[config.mk]
export PLATFORM = sky130hd
export DESIGN_NAME = anyop_exec_stage
export DESIGN_NICKNAME = d
export VERILOG_FILES = /design/src/rtl/anyop_exec_pkg.sv /design/src/rtl/anyop_exec_ctrl.sv /design/src/rtl/anyop_exec_datapath.sv /design/src/rtl/anyop_exec_stage.sv
export SDC_FILE = /design/constraint.sdc
export NUM_CORES = 1
export LEC_CHECK = 0
export BUFFER_PORTS_ARGS = -buffer_cell sky130_fd_sc_hd__clkbuf_2
export CAP_MARGIN = 20
export CORE_ASPECT_RATIO = 0.75
export CORE_MARGIN = 3
export CORE_UTILIZATION = 55
export DETAILED_ROUTE_END_ITERATION = 8
export PLACE_DENSITY_LB_ADDON = 0.2
export SYNTH_ARGS = -nofsm -noshare
export SYNTH_HDL_FRONTEND = slang
export SYNTH_SLANG_ARGS = --single-unit
[constraint.sdc]
create_clock -name clk -period 2.8 [get_ports clk]
set_input_delay 0.28 -clock clk [delete_from_list [all_inputs] [get_ports clk]]
set_output_delay 0.28 -clock clk [all_outputs]
set_load 0.01 [all_outputs]
[src/rtl/anyop_exec_pkg.sv]
`timescale 1ns/1ps
package anyop_exec_pkg;

  // Width of the slot index carried in a cell strobe (supports up to 16 slots).
  localparam int SLOT_IDX_W = 4;

  typedef enum logic [1:0] {
    OP_SHORT = 2'd0,
    OP_MID   = 2'd1,
    OP_LONG  = 2'd2,
    OP_RSVD  = 2'd3
  } opClass_t;

  // Control to datapath: load one timing cell from a chosen issue slot.
  typedef struct packed {
    logic                  load;
    logic [SLOT_IDX_W-1:0] src;
  } cellStrobe_t;

endpackage

[src/rtl/anyop_exec_ctrl.sv]
`timescale 1ns/1ps
module anyop_exec_ctrl
  import anyop_exec_pkg::*;
#(
  parameter int WIDTH     = 4,
  parameter int LAT_SHORT = 1,
  parameter int LAT_MID   = 2,
  parameter int LAT_LONG  = 5,
  parameter int DEPTH     = 5
) (
  input  logic                              clk,
  input  logic                              rst,
  input  logic [WIDTH-1:0]                  issueValid,
  input  logic [WIDTH-1:0][1:0]             issueOp,
  input  logic [DEPTH-1:0][WIDTH-1:0]       rowOcc,
  output cellStrobe_t [DEPTH-1:0][WIDTH-1:0] strobe
);

  localparam int ROW_W  = (DEPTH > 1) ? $clog2(DEPTH) : 1;
  localparam int CELL_N = DEPTH * WIDTH;

  function automatic int latOf(input logic [1:0] op);
    case (opClass_t'(op))
      OP_SHORT: return LAT_SHORT;
      OP_MID:   return LAT_MID;
      OP_LONG:  return LAT_LONG;
      default:  return 0;
    endcase
  endfunction

  logic [WIDTH-1:0]            legal;
  logic [DEPTH-1:0][WIDTH-1:0] freeCol;
  logic [DEPTH-1:0][WIDTH-1:0] avail;
  logic [ROW_W-1:0]            row;
  logic                        placed;
  logic [CELL_N-1:0]           loadFlat;

  always_comb begin
    for (int i = 0; i < WIDTH; i++) begin
      legal[i] = issueValid[i] && (latOf(issueOp[i]) != 0);
    end
  end

  // A column of row d is free when nothing shifts into it from row d+1.
  for (genvar d = 0; d < DEPTH; d++) begin : g_free
    if (d == DEPTH - 1) begin : g_top
      assign freeCol[d] = '1;
    end else begin : g_mid
      assign freeCol[d] = ~rowOcc[d+1];
    end
  end

  // In slot order, each legal slot takes the lowest free column of its row.
  always_comb begin
    strobe = '0;
    avail  = freeCol;
    row    = '0;
    placed = 1'b0;
    for (int i = 0; i < WIDTH; i++) begin
      if (legal[i]) begin
        row    = ROW_W'(latOf(issueOp[i]) - 1);
        placed = 1'b0;
        for (int c = 0; c < WIDTH; c++) begin
          if (!placed && avail[row][c]) begin
            strobe[row][c].load = 1'b1;
            strobe[row][c].src  = SLOT_IDX_W'(i);
            avail[row][c]       = 1'b0;
            placed              = 1'b1;
          end
        end
      end
    end
  end

  for (genvar d = 0; d < DEPTH; d++) begin : g_flat_r
    for (genvar c = 0; c < WIDTH; c++) begin : g_flat_c
      assign loadFlat[d*WIDTH+c] = strobe[d][c].load;
    end
  end

  AST_ALL_ACCEPTED: assert property (@(posedge clk) disable iff (rst)
    $countones(loadFlat) == $countones(legal)) else $error("legal slot not placed");

  for (genvar d = 0; d < DEPTH; d++) begin : g_chk_r
    for (genvar c = 0; c < WIDTH; c++) begin : g_chk_c
      for (genvar i = 0; i < WIDTH; i++) begin : g_chk_s
        AST_SRC_LEGAL: assert property (@(posedge clk) disable iff (rst)
          (strobe[d][c].load && strobe[d][c].src == SLOT_IDX_W'(i)) |->
          (issueValid[i] && issueOp[i] != OP_RSVD)) else $error("illegal slot loaded");
        AST_ROW_MATCHES_TYPE: assert property (@(posedge clk) disable iff (rst)
          (strobe[d][c].load && strobe[d][c].src == SLOT_IDX_W'(i)) |->
          (latOf(issueOp[i]) == d + 1)) else $error("wrong entry depth");
      end
    end
  end

endmodule

[src/rtl/anyop_exec_datapath.sv]
`timescale 1ns/1ps
module anyop_exec_datapath
  import anyop_exec_pkg::*;
#(
  parameter int WIDTH = 4,
  parameter int TAG_W = 6,
  parameter int DEPTH = 5
) (
  input  logic                               clk,
  input  logic                               rst,
  input  logic [WIDTH-1:0][TAG_W-1:0]        issueTag,
  input  logic [WIDTH-1:0]                   issueDstValid,
  input  cellStrobe_t [DEPTH-1:0][WIDTH-1:0] strobe,
  output logic [DEPTH-1:0][WIDTH-1:0]        rowOcc,
  output logic [WIDTH-1:0]                   doneValid,
  output logic [WIDTH-1:0][TAG_W-1:0]        doneTag,
  output logic [WIDTH-1:0]                   wakeValid,
  output logic [WIDTH-1:0][TAG_W-1:0]        wakeTag
);

  logic [DEPTH-1:0][WIDTH-1:0]            cellValid;
  logic [DEPTH-1:0][WIDTH-1:0]            cellDst;
  logic [DEPTH-1:0][WIDTH-1:0][TAG_W-1:0] cellTag;

  for (genvar d = 0; d < DEPTH; d++) begin : g_row
    for (genvar c = 0; c < WIDTH; c++) begin : g_col
      logic             vQ, dQ, vD, dD;
      logic [TAG_W-1:0] tQ, tD, pickTag;
      logic             pickDst;
      logic             upV, upD;
      logic [TAG_W-1:0] upT;

      if (d == DEPTH - 1) begin : g_top
        assign upV = 1'b0;
        assign upD = 1'b0;
        assign upT = '0;
      end else begin : g_mid
        assign upV = cellValid[d+1][c];
        assign upD = cellDst[d+1][c];
        assign upT = cellTag[d+1][c];
      end

      always_comb begin
        pickTag = '0;
        pickDst = 1'b0;
        for (int s = 0; s < WIDTH; s++) begin
          if (strobe[d][c].src == SLOT_IDX_W'(s)) begin
            pickTag = issueTag[s];
            pickDst = issueDstValid[s];
          end
        end
      end

      always_comb begin
        if (strobe[d][c].load) begin
          vD = 1'b1;
          dD = pickDst;
          tD = pickTag;
        end else begin
          vD = upV;
          dD = upD;
          tD = upT;
        end
      end

      always_ff @(posedge clk) begin
        if (rst) begin
          vQ <= 1'b0;
          dQ <= 1'b0;
          tQ <= '0;
        end else begin
          vQ <= vD;
          dQ <= dD;
          tQ <= tD;
        end
      end

      assign cellValid[d][c] = vQ;
      assign cellDst[d][c]   = dQ;
      assign cellTag[d][c]   = tQ;

      if (d < DEPTH - 1) begin : g_ovf
        AST_NO_OVERFLOW: assert property (@(posedge clk) disable iff (rst)
          strobe[d][c].load |-> !cellValid[d+1][c]) else $error("cell collision");
      end
      if (d > 0) begin : g_adv
        AST_ROW_ADVANCE: assert property (@(posedge clk) disable iff (rst)
          cellValid[d][c] |=> (cellValid[d-1][c] && cellTag[d-1][c] == $past(cellTag[d][c])))
          else $error("entry lost in flight");
      end
      AST_LOAD_LANDS: assert property (@(posedge clk) disable iff (rst)
        strobe[d][c].load |=> cellValid[d][c]) else $error("load missed");
    end
  end

  assign rowOcc    = cellValid;
  assign doneValid = cellValid[0];
  assign wakeValid = cellValid[0] & cellDst[0];
  for (genvar c = 0; c < WIDTH; c++) begin : g_out
    assign doneTag[c] = cellTag[0][c];
    assign wakeTag[c] = cellTag[0][c];
  end

  AST_WAKE_SUBSET: assert property (@(posedge clk) disable iff (rst)
    (wakeValid & ~doneValid) == '0) else $error("wakeup without completion");

endmodule

[src/rtl/anyop_exec_stage.sv]
`timescale 1ns/1ps
module anyop_exec_stage
  import anyop_exec_pkg::*;
#(
  parameter int WIDTH     = 4,
  parameter int TAG_W     = 6,
  parameter int LAT_SHORT = 1,
  parameter int LAT_MID   = 2,
  parameter int LAT_LONG  = 5
) (
  input  logic                        clk,
  input  logic                        rst,
  input  logic [WIDTH-1:0]            issueValid,
  input  logic [WIDTH-1:0][1:0]       issueOp,
  input  logic [WIDTH-1:0][TAG_W-1:0] issueTag,
  input  logic [WIDTH-1:0]            issueDstValid,
  output logic [WIDTH-1:0]            doneValid,
  output logic [WIDTH-1:0][TAG_W-1:0] doneTag,
  output logic [WIDTH-1:0]            wakeValid,
  output logic [WIDTH-1:0][TAG_W-1:0] wakeTag
);

  localparam int MAX_SM = (LAT_SHORT > LAT_MID) ? LAT_SHORT : LAT_MID;
  localparam int DEPTH  = (MAX_SM > LAT_LONG) ? MAX_SM : LAT_LONG;

  cellStrobe_t [DEPTH-1:0][WIDTH-1:0] strobe;
  logic [DEPTH-1:0][WIDTH-1:0]        rowOcc;

  anyop_exec_ctrl #(
    .WIDTH(WIDTH), .LAT_SHORT(LAT_SHORT), .LAT_MID(LAT_MID),
    .LAT_LONG(LAT_LONG), .DEPTH(DEPTH)
  ) u_ctrl (
    .clk(clk), .rst(rst), .issueValid(issueValid), .issueOp(issueOp),
    .rowOcc(rowOcc), .strobe(strobe)
  );

  anyop_exec_datapath #(
    .WIDTH(WIDTH), .TAG_W(TAG_W), .DEPTH(DEPTH)
  ) u_dp (
    .clk(clk), .rst(rst), .issueTag(issueTag), .issueDstValid(issueDstValid),
    .strobe(strobe), .rowOcc(rowOcc), .doneValid(doneValid), .doneTag(doneTag),
    .wakeValid(wakeValid), .wakeTag(wakeTag)
  );

endmodule

; Yosys cells after proc, flatten, opt, wreduce, memory -nomap -nowiden
; Cells that the tools add are included.
[op_classes]
add_sub_neg = 4
magnitude_cmp = 8
n_eq_ne = 68
mux = 463
n_bitwise = 39
n_reduce_logical = 64
[op_table]
columns = operator, count
row1 = $mux 100, 32
row2 = $bwmux 100, 31
row3 = $demux 20 s3, 32
row4 = $mux 20, 34
row5 = $mux 6, 96
row6 = $and 20x20->20, 15
row7 = $not 20->20, 15
row8 = $bmux 4 s3, 16
row9 = $demux 4 s3, 15
row10 = $eq 4x2->1 const B, 40
row11 = $mux 1, 148
row12 = $reduce_bool 32->1, 4
row13 = $eq 4x1->1 const B, 20
row14 = $logic_not 4->1, 20
row15 = $mux 19, 4
row16 = $mux 15, 4
row17 = $mux 14, 4
row18 = $mux 4, 11
row19 = $mux 10, 4
row20 = $mux 3, 12
row21 = $mux 9, 4
row22 = $pmux 3 s3, 4
row23 = $logic_and 1x1->1, 20
row24 = $mux 5, 4
row25 = other kinds (12), 57
[word_totals]
ff_bits = 160
input_bits = 42
output_inout_bits = 56
wordCells = 706

; Longest topological paths before layout
[depth]
word_depth = 92
ltp_mapped = 12
depth_no_buf = 8

; Modules after synthesis
; Synthesis repeated with hierarchy kept, for this count alone.
[hier_totals]
cells_unflattened = 1307
area_unflattened_um2 = 11198.2
[by_module_without_submodules]
columns = mod, n_inst, cells_per_inst, area_each_um2, seq_area_each_um2
row1 = anyop_exec_datapath, 1, 1076, 9694.3, 3203.1
row2 = anyop_exec_ctrl, 1, 231, 1503.9, 0.0

; Worst setup path after synthesis
; Ideal clock, no wire load.
[synth_path]
path_type = input port to flip-flop
from = input port issueOp[1] (netlist name)
to = register u_dp.g_row[1].g_col[3].tQ[5]
setup_time_ps = 124
arrival_ps = 2238
required_ps = 2676
slack_ps = 438
cell_stages = 12
n_path_buf = 4
cell_sequence = buf_6 nand3b_1 or3_1 buf_2 nand2_1 and3_1 buf_2 o21ba_2 clkbuf_1 o21a_1 a221oi_1 o21ai_1
[synth_between]
elab_chain_cells = 87
word_cells_on_any_way = 230
classes_between = 1 x add/sub / 2 x order compare / 5 x eq/ne / 174 x mux / 19 x bitwise / 29 x reduce/logical
[synth_rtl]
columns = element, line
row1 = from (decl), anyop_exec_stage.sv:14  ; input logic [WIDTH-1:0][1:0] issueOp,
row2 = $eq 2x2->1 (tied with other cells), anyop_exec_ctrl.sv:23  ; case (opClass_t'(op))
row3 = $pmux 3 s3 (*), anyop_exec_ctrl.sv:23
row4 = branches (longest 78 deep; another with $sub 3x2->3), -
row5 = $mux 100 (*), anyop_exec_ctrl.sv:60  ; if (legal[i]) begin
row6 = $logic_not 4->1, anyop_exec_datapath.sv:47  ; if (strobe[d][c].src == SLOT_IDX_W'(s)) begin
row7 = $mux 6 (4 in a row), anyop_exec_datapath.sv:47
row8 = $mux 6 (*), anyop_exec_datapath.sv:55  ; if (strobe[d][c].load) begin
row9 = to (signal assigned), anyop_exec_datapath.sv:74  ; tQ <= tD;
row10 = to (decl), anyop_exec_datapath.sv:28  ; logic [TAG_W-1:0] tQ, tD, pickTag;
; Mark *: on every way between the ends. The select of a mux whose other input is x is not followed.
; A chain may end at the register's enable or synchronous reset.

; Worst setup path after layout
[layout_path]
from = register u_dp.g_row[1].g_col[0].vQ
to = register u_dp.g_row[1].g_col[3].tQ[1]
[layout_between]
elab_chain_cells = 83
word_cells_on_any_way = 197
classes_between = 3 x eq/ne / 153 x mux / 16 x bitwise / 25 x reduce/logical
[layout_rtl]
columns = element, line
row1 = from (decl), anyop_exec_datapath.sv:27  ; logic vQ, dQ, vD, dD;
row2 = from (signal assigned), anyop_exec_datapath.sv:72  ; vQ <= vD;
row3 = $not 4->4 (*), anyop_exec_ctrl.sv:49  ; assign freeCol[d] = ~rowOcc[d+1];
row4 = $bmux 4 s3, anyop_exec_ctrl.sv:64  ; if (!placed && avail[row][c]) begin
row5 = $mux 1 (not written as such), anyop_exec_ctrl.sv:64
row6 = $mux 20, anyop_exec_ctrl.sv:64
row7 = $mux 20, anyop_exec_ctrl.sv:60
row8 = $bmux 4 s3, anyop_exec_ctrl.sv:64
row9 = $mux 2 (not written as such), anyop_exec_ctrl.sv:64
row10 = $logic_and 1x1->1, anyop_exec_ctrl.sv:64
row11 = (+64 left out), -
row12 = $bmux 4 s3, anyop_exec_ctrl.sv:64
row13 = $mux 4 (not written as such), anyop_exec_ctrl.sv:64
row14 = $logic_and 1x1->1, anyop_exec_ctrl.sv:64
row15 = $mux 100, anyop_exec_ctrl.sv:64
row16 = $mux 100 (*), anyop_exec_ctrl.sv:60
row17 = $logic_not 4->1, anyop_exec_datapath.sv:47
row18 = $mux 6 (4 in a row), anyop_exec_datapath.sv:47
row19 = $mux 6 (*), anyop_exec_datapath.sv:55
; Every way passes the cells marked *; elsewhere a longest branch is shown, timed or not. The select of a mux whose other input is x is not followed.

==> flow_metrics.py <==
metrics = {
    "place": {
        "dp_slack_ns": 0.0995,
        "post_dp_cell_area_um2": 8450,
        "placed_cells": 1153,
        "dp_hpwl_um": 17000,
        "port_buffers": 97,
        "place_congestion": 0.970,
    },
    "setup_path": {
        "crit_path_max_incr_delay_ns": 0.39,
        "endpoint_kind": "register",
        "critPathLaunchType": "register",
        "r2r-start": "u_dp.g_row[0].g_col[0].upV$_SDFF_PP0_",
        "crit_chain": "and4bb_1 -> a21oi_2 -> o31ai_1 -> buf_4 -> o311ai_4 -> nor2_2 -> buf_4 -> o21a_1 -> a221oi_1 -> o21ai_1",
        "r2r-end": "u_dp.g_row[0].g_col[3].upT[1]$_SDFF_PP0_",
        "crit_path_top_delay_cell": "o311ai_4",
        "cp.depth": 10,
        "reg2regPathDepth": 10,
        "critical_path_peak_fanout": 8,
        "regToRegSetupSlack_ns": 0.16,
        "worst_ep_arrival_time_ns": 2.93,
        "crit_type": "reg2reg",
        "crit_family": "compound AO/OA/AOI/OAI gates",
        "critPathBufInv": 2,
        "worstPathRequired_ns": 3.09,
        "cp_common_cell": "buf_4",
    },
    "sta": {
        "rsz0062_at_grt": "no",
        "fin_crit_ns": 2.64,
        "worst_slew_pin_slew_ns": 0.832,
        "setup_viol": 0,
        "hold_viol_final": 0,
        "relSlewSlack_pct": 44.2,
        "setup_slack_ns": 0.158,
        "period_share_pct": 94.4,
        "fmax_mhz": 379,
        "totalNegativeSetupSlack_ns": 0,
        "finalClockSkew_ns": 0.00844,
        "report.final.slew_viol_count": 0,
    },
    "job": {
        "timing.max_cap.violations": 0,
    },
    "route": {
        "final_antenna_net_count": 0,
        "drtPass1Iterations": 6,
        "finalWirelength_um": 25100,
        "vias": 7464,
        "routedWlPerCell_um": 21.2,
        "drt_iter0_markers": 1158,
        "viasPerCell": 6.30,
        "drc": 0,
    },
    "cts": {
        "cts_made_buffers": 17,
        "post_cts_buffers": 0,
        "root_buffer": "clkbuf_16",
        "post_cts_resized": 0,
        "cts_tree": "done",
        "path_clk_slew_ns": 0.07,
        "clkLatencyLatePin_ns": 0.42,
        "cts_buffer_depth": 2,
        "htreeDepth": 4,
        "clock_sinks": 160,
        "holdBufCountCts": 0,
    },
    "pwr": {
        "vdd_ir_drop_max_uv": 451,
        "clock_power_share_pct": 43.6,
        "p_int_uw": 3890,
        "p_leak_uw": 0.00357,
        "power_density_nw_per_um2": 584,
        "swShare_pct": 26.4,
        "p_comb_share_pct": 11.9,
        "p_seq_share_pct": 44.4,
        "p_switching_uw": 1390,
    },
    "global_route": {
        "grt_pass1_wl_um": 38000,
        "grt_overflow_total": 0,
        "grt_max_degree": 89,
        "grt_usage_pct": 31.9,
        "antenna_found_initial": 0,
        "grt_pass1_vias": 6598,
    },
    "floorplan": {
        "num_rows": 37,
        "core_um2": 13800,
        "io_pins": 98,
        "die_w_um": 144,
        "chipHeight_um": 109,
        "start_util_pct": 56.7,
        "die_area_um2": 15800,
    },
    "synth": {
        "synth_area_um2": 7850,
        "avgSynthCellArea_um2": 8.44,
        "synth.top_cells.by_area": "dfxtp_1 (41%), nor2b_1 (5.4%), nand2_1 (4.8%)",
        "synth.distinct_cells": 78,
        "synth_cells": 930,
        "ys.flop_type": "dfxtp_1",
        "synth_edf_count": 0,
        "async_flop_share_pct": 0,
        "syn-num-nets": 972,
        "yosysTopAreaCell": "dfxtp_1",
        "synth.top_cell.area_share_pct": 40.8,
        "ys_warn_count": 0,
        "seq_area_frac_synth_pct": 40.8,
        "ys_ff_latch": 160,
    },
    "final_layout": {
        "stdcell_area_um2": 9050,
        "instances_no_fill": 1184,
        "diodes": 0,
        "drive_gt1_share_pct": 21.7,
        "n_fill_cell": 1172,
        "fin_nets": 1039,
        "area_delta_synth_final_pct": 15.3,
    },
    "worst_hold_path": {
        "hold_path_depth": 2,
        "min_from": "rst",
        "hold_class": "in2reg",
        "worst_hold_path.endpoint": "u_dp.g_row[1].g_col[3].upT[5]$_SDFF_PP0_",
    },
    "outcome": {
        "status": "completed",
    },
}
## cells in the mapped netlist, drive strengths merged (5+ instances only)
cell    count
a211oi     14
nand3b      6
nor2       83
dfxtp     160
and2       16
o31ai       9
or2         5
a31oi      11
a222oi     15
nor3       21
nor2b      68
or3         5
a221oi     15
mux2i      12
and3b       5
a22oi      30
nor3b       5
a211o      11
nand2     101
a21oi      65
buf        51
a22o       10
o21a        7
o211ai     21
inv        13
o21ai      36
clkbuf     57
nand3      24
## layout make-up
| type | count | area [um2] | area share, % |
|---|---|---|---|
| multi-input cells | 649 | 4050 | 44.7 |
| clock buffers | 18 | 439 | 4.85 |
| repair buffers | 156 | 943 | 10.4 |
| inverters | 13 | 48.8 | 0.539 |
| clock inverters | 13 | 154 | 1.70 |
| well taps | 175 | 219 | 2.42 |
| flip-flops and latches | 160 | 3200 | 35.4 |
## flip-flops by register name, indices dropped and copies added (netlist names)
name and cells:
u_dp.g_row.g_col.dQ 4, u_dp.g_row.g_col.tQ 24, u_dp.g_row.g_col.upD 16, u_dp.g_row.g_col.upT 96, u_dp.g_row.g_col.upV 16, u_dp.g_row.g_col.vQ 4
## cells by family (layout without fill, tap and decap cells)
group	Yosys count	count (layout)	share of synthesized area, %
muxes	12	12	1.53
buffers and inverters	121	200	7.84
DFF	160	160	40.8
and+or+nand+nor	356	356	23.5
adders and majority gates	3	3	0.430
AOI/OAI and AO/OA	274	274	25.5
xor gates and xnor gates	4	4	0.446
## worst max-delay path by stage
stage / start / end
finish: u_dp.g_row[0].g_col[0].upV$_SDFF_PP0_ / u_dp.g_row[0].g_col[3].upT[1]$_SDFF_PP0_
global route: u_dp.g_row[0].g_col[0].upV$_SDFF_PP0_ / u_dp.g_row[0].g_col[3].upT[3]$_SDFF_PP0_
CTS: u_dp.g_row[1].g_col[1].upV$_SDFF_PP0_ / u_dp.g_row[0].g_col[3].dQ$_SDFF_PP0_
detailed placement: issueOp[1] / u_dp.g_row[0].g_col[3].dQ$_SDFF_PP0_
global placement: issueOp[1] / u_dp.g_row[0].g_col[3].dQ$_SDFF_PP0_
floorplan: issueOp[1] / u_dp.g_row[0].g_col[3].upT[5]$_SDFF_PP0_
## per-layer routing
| metal | vias to the layer above | track usage (%) | wire [um] |
|---|---|---|---|
| met4 | 0 | 12.2 | 1040 |
| met5 | - | 0 | 0 |
| li1 | 3449 | - | - |
| met1 | 3373 | 45.8 | 10300 |
| met3 | 90 | 8.52 | 3610 |
| met2 | 552 | 45.9 | 10100 |
## power by group through the flow
stage,registers [uW],clock network [uW],logic (uW)
after floorplan,2400,0,401
after global placement,2400,0,602
after detailed placement,2400,0,604
after CTS,2350,2310,610
after global routing,2350,2400,678
final,2350,2310,631
## per-stage QoR
step | utilization [%] | hold WS [ns] | power, uW
after global routing | 65.4 | 0.220 | 5440
final | 65.4 | 0.220 | 5290
after floorplan | - | 0.407 | 2800
after detailed placement | 61.0 | 0.420 | 3000
after global placement | 61.0 | 0.415 | 3000
after CTS | 65.3 | 0.214 | 5270
## cells in the final DEF, fill, tap and decap left out, types with 18 or more instances in the layout
cell / synthesis / routed
nand2_1: 100 / 100
dfxtp_1: 160 / 160
o21ai_0: 18 / 18
o21ai_1: 18 / 18
a21oi_1: 64 / 64
clkbuf_2: 1 / 96
a22oi_1: 30 / 30
nor2_1: 81 / 81
nand3_1: 24 / 24
nor2b_1: 68 / 68
o211ai_1: 21 / 21
buf_4: 29 / 59
Power figures use the tool's default switching activity.
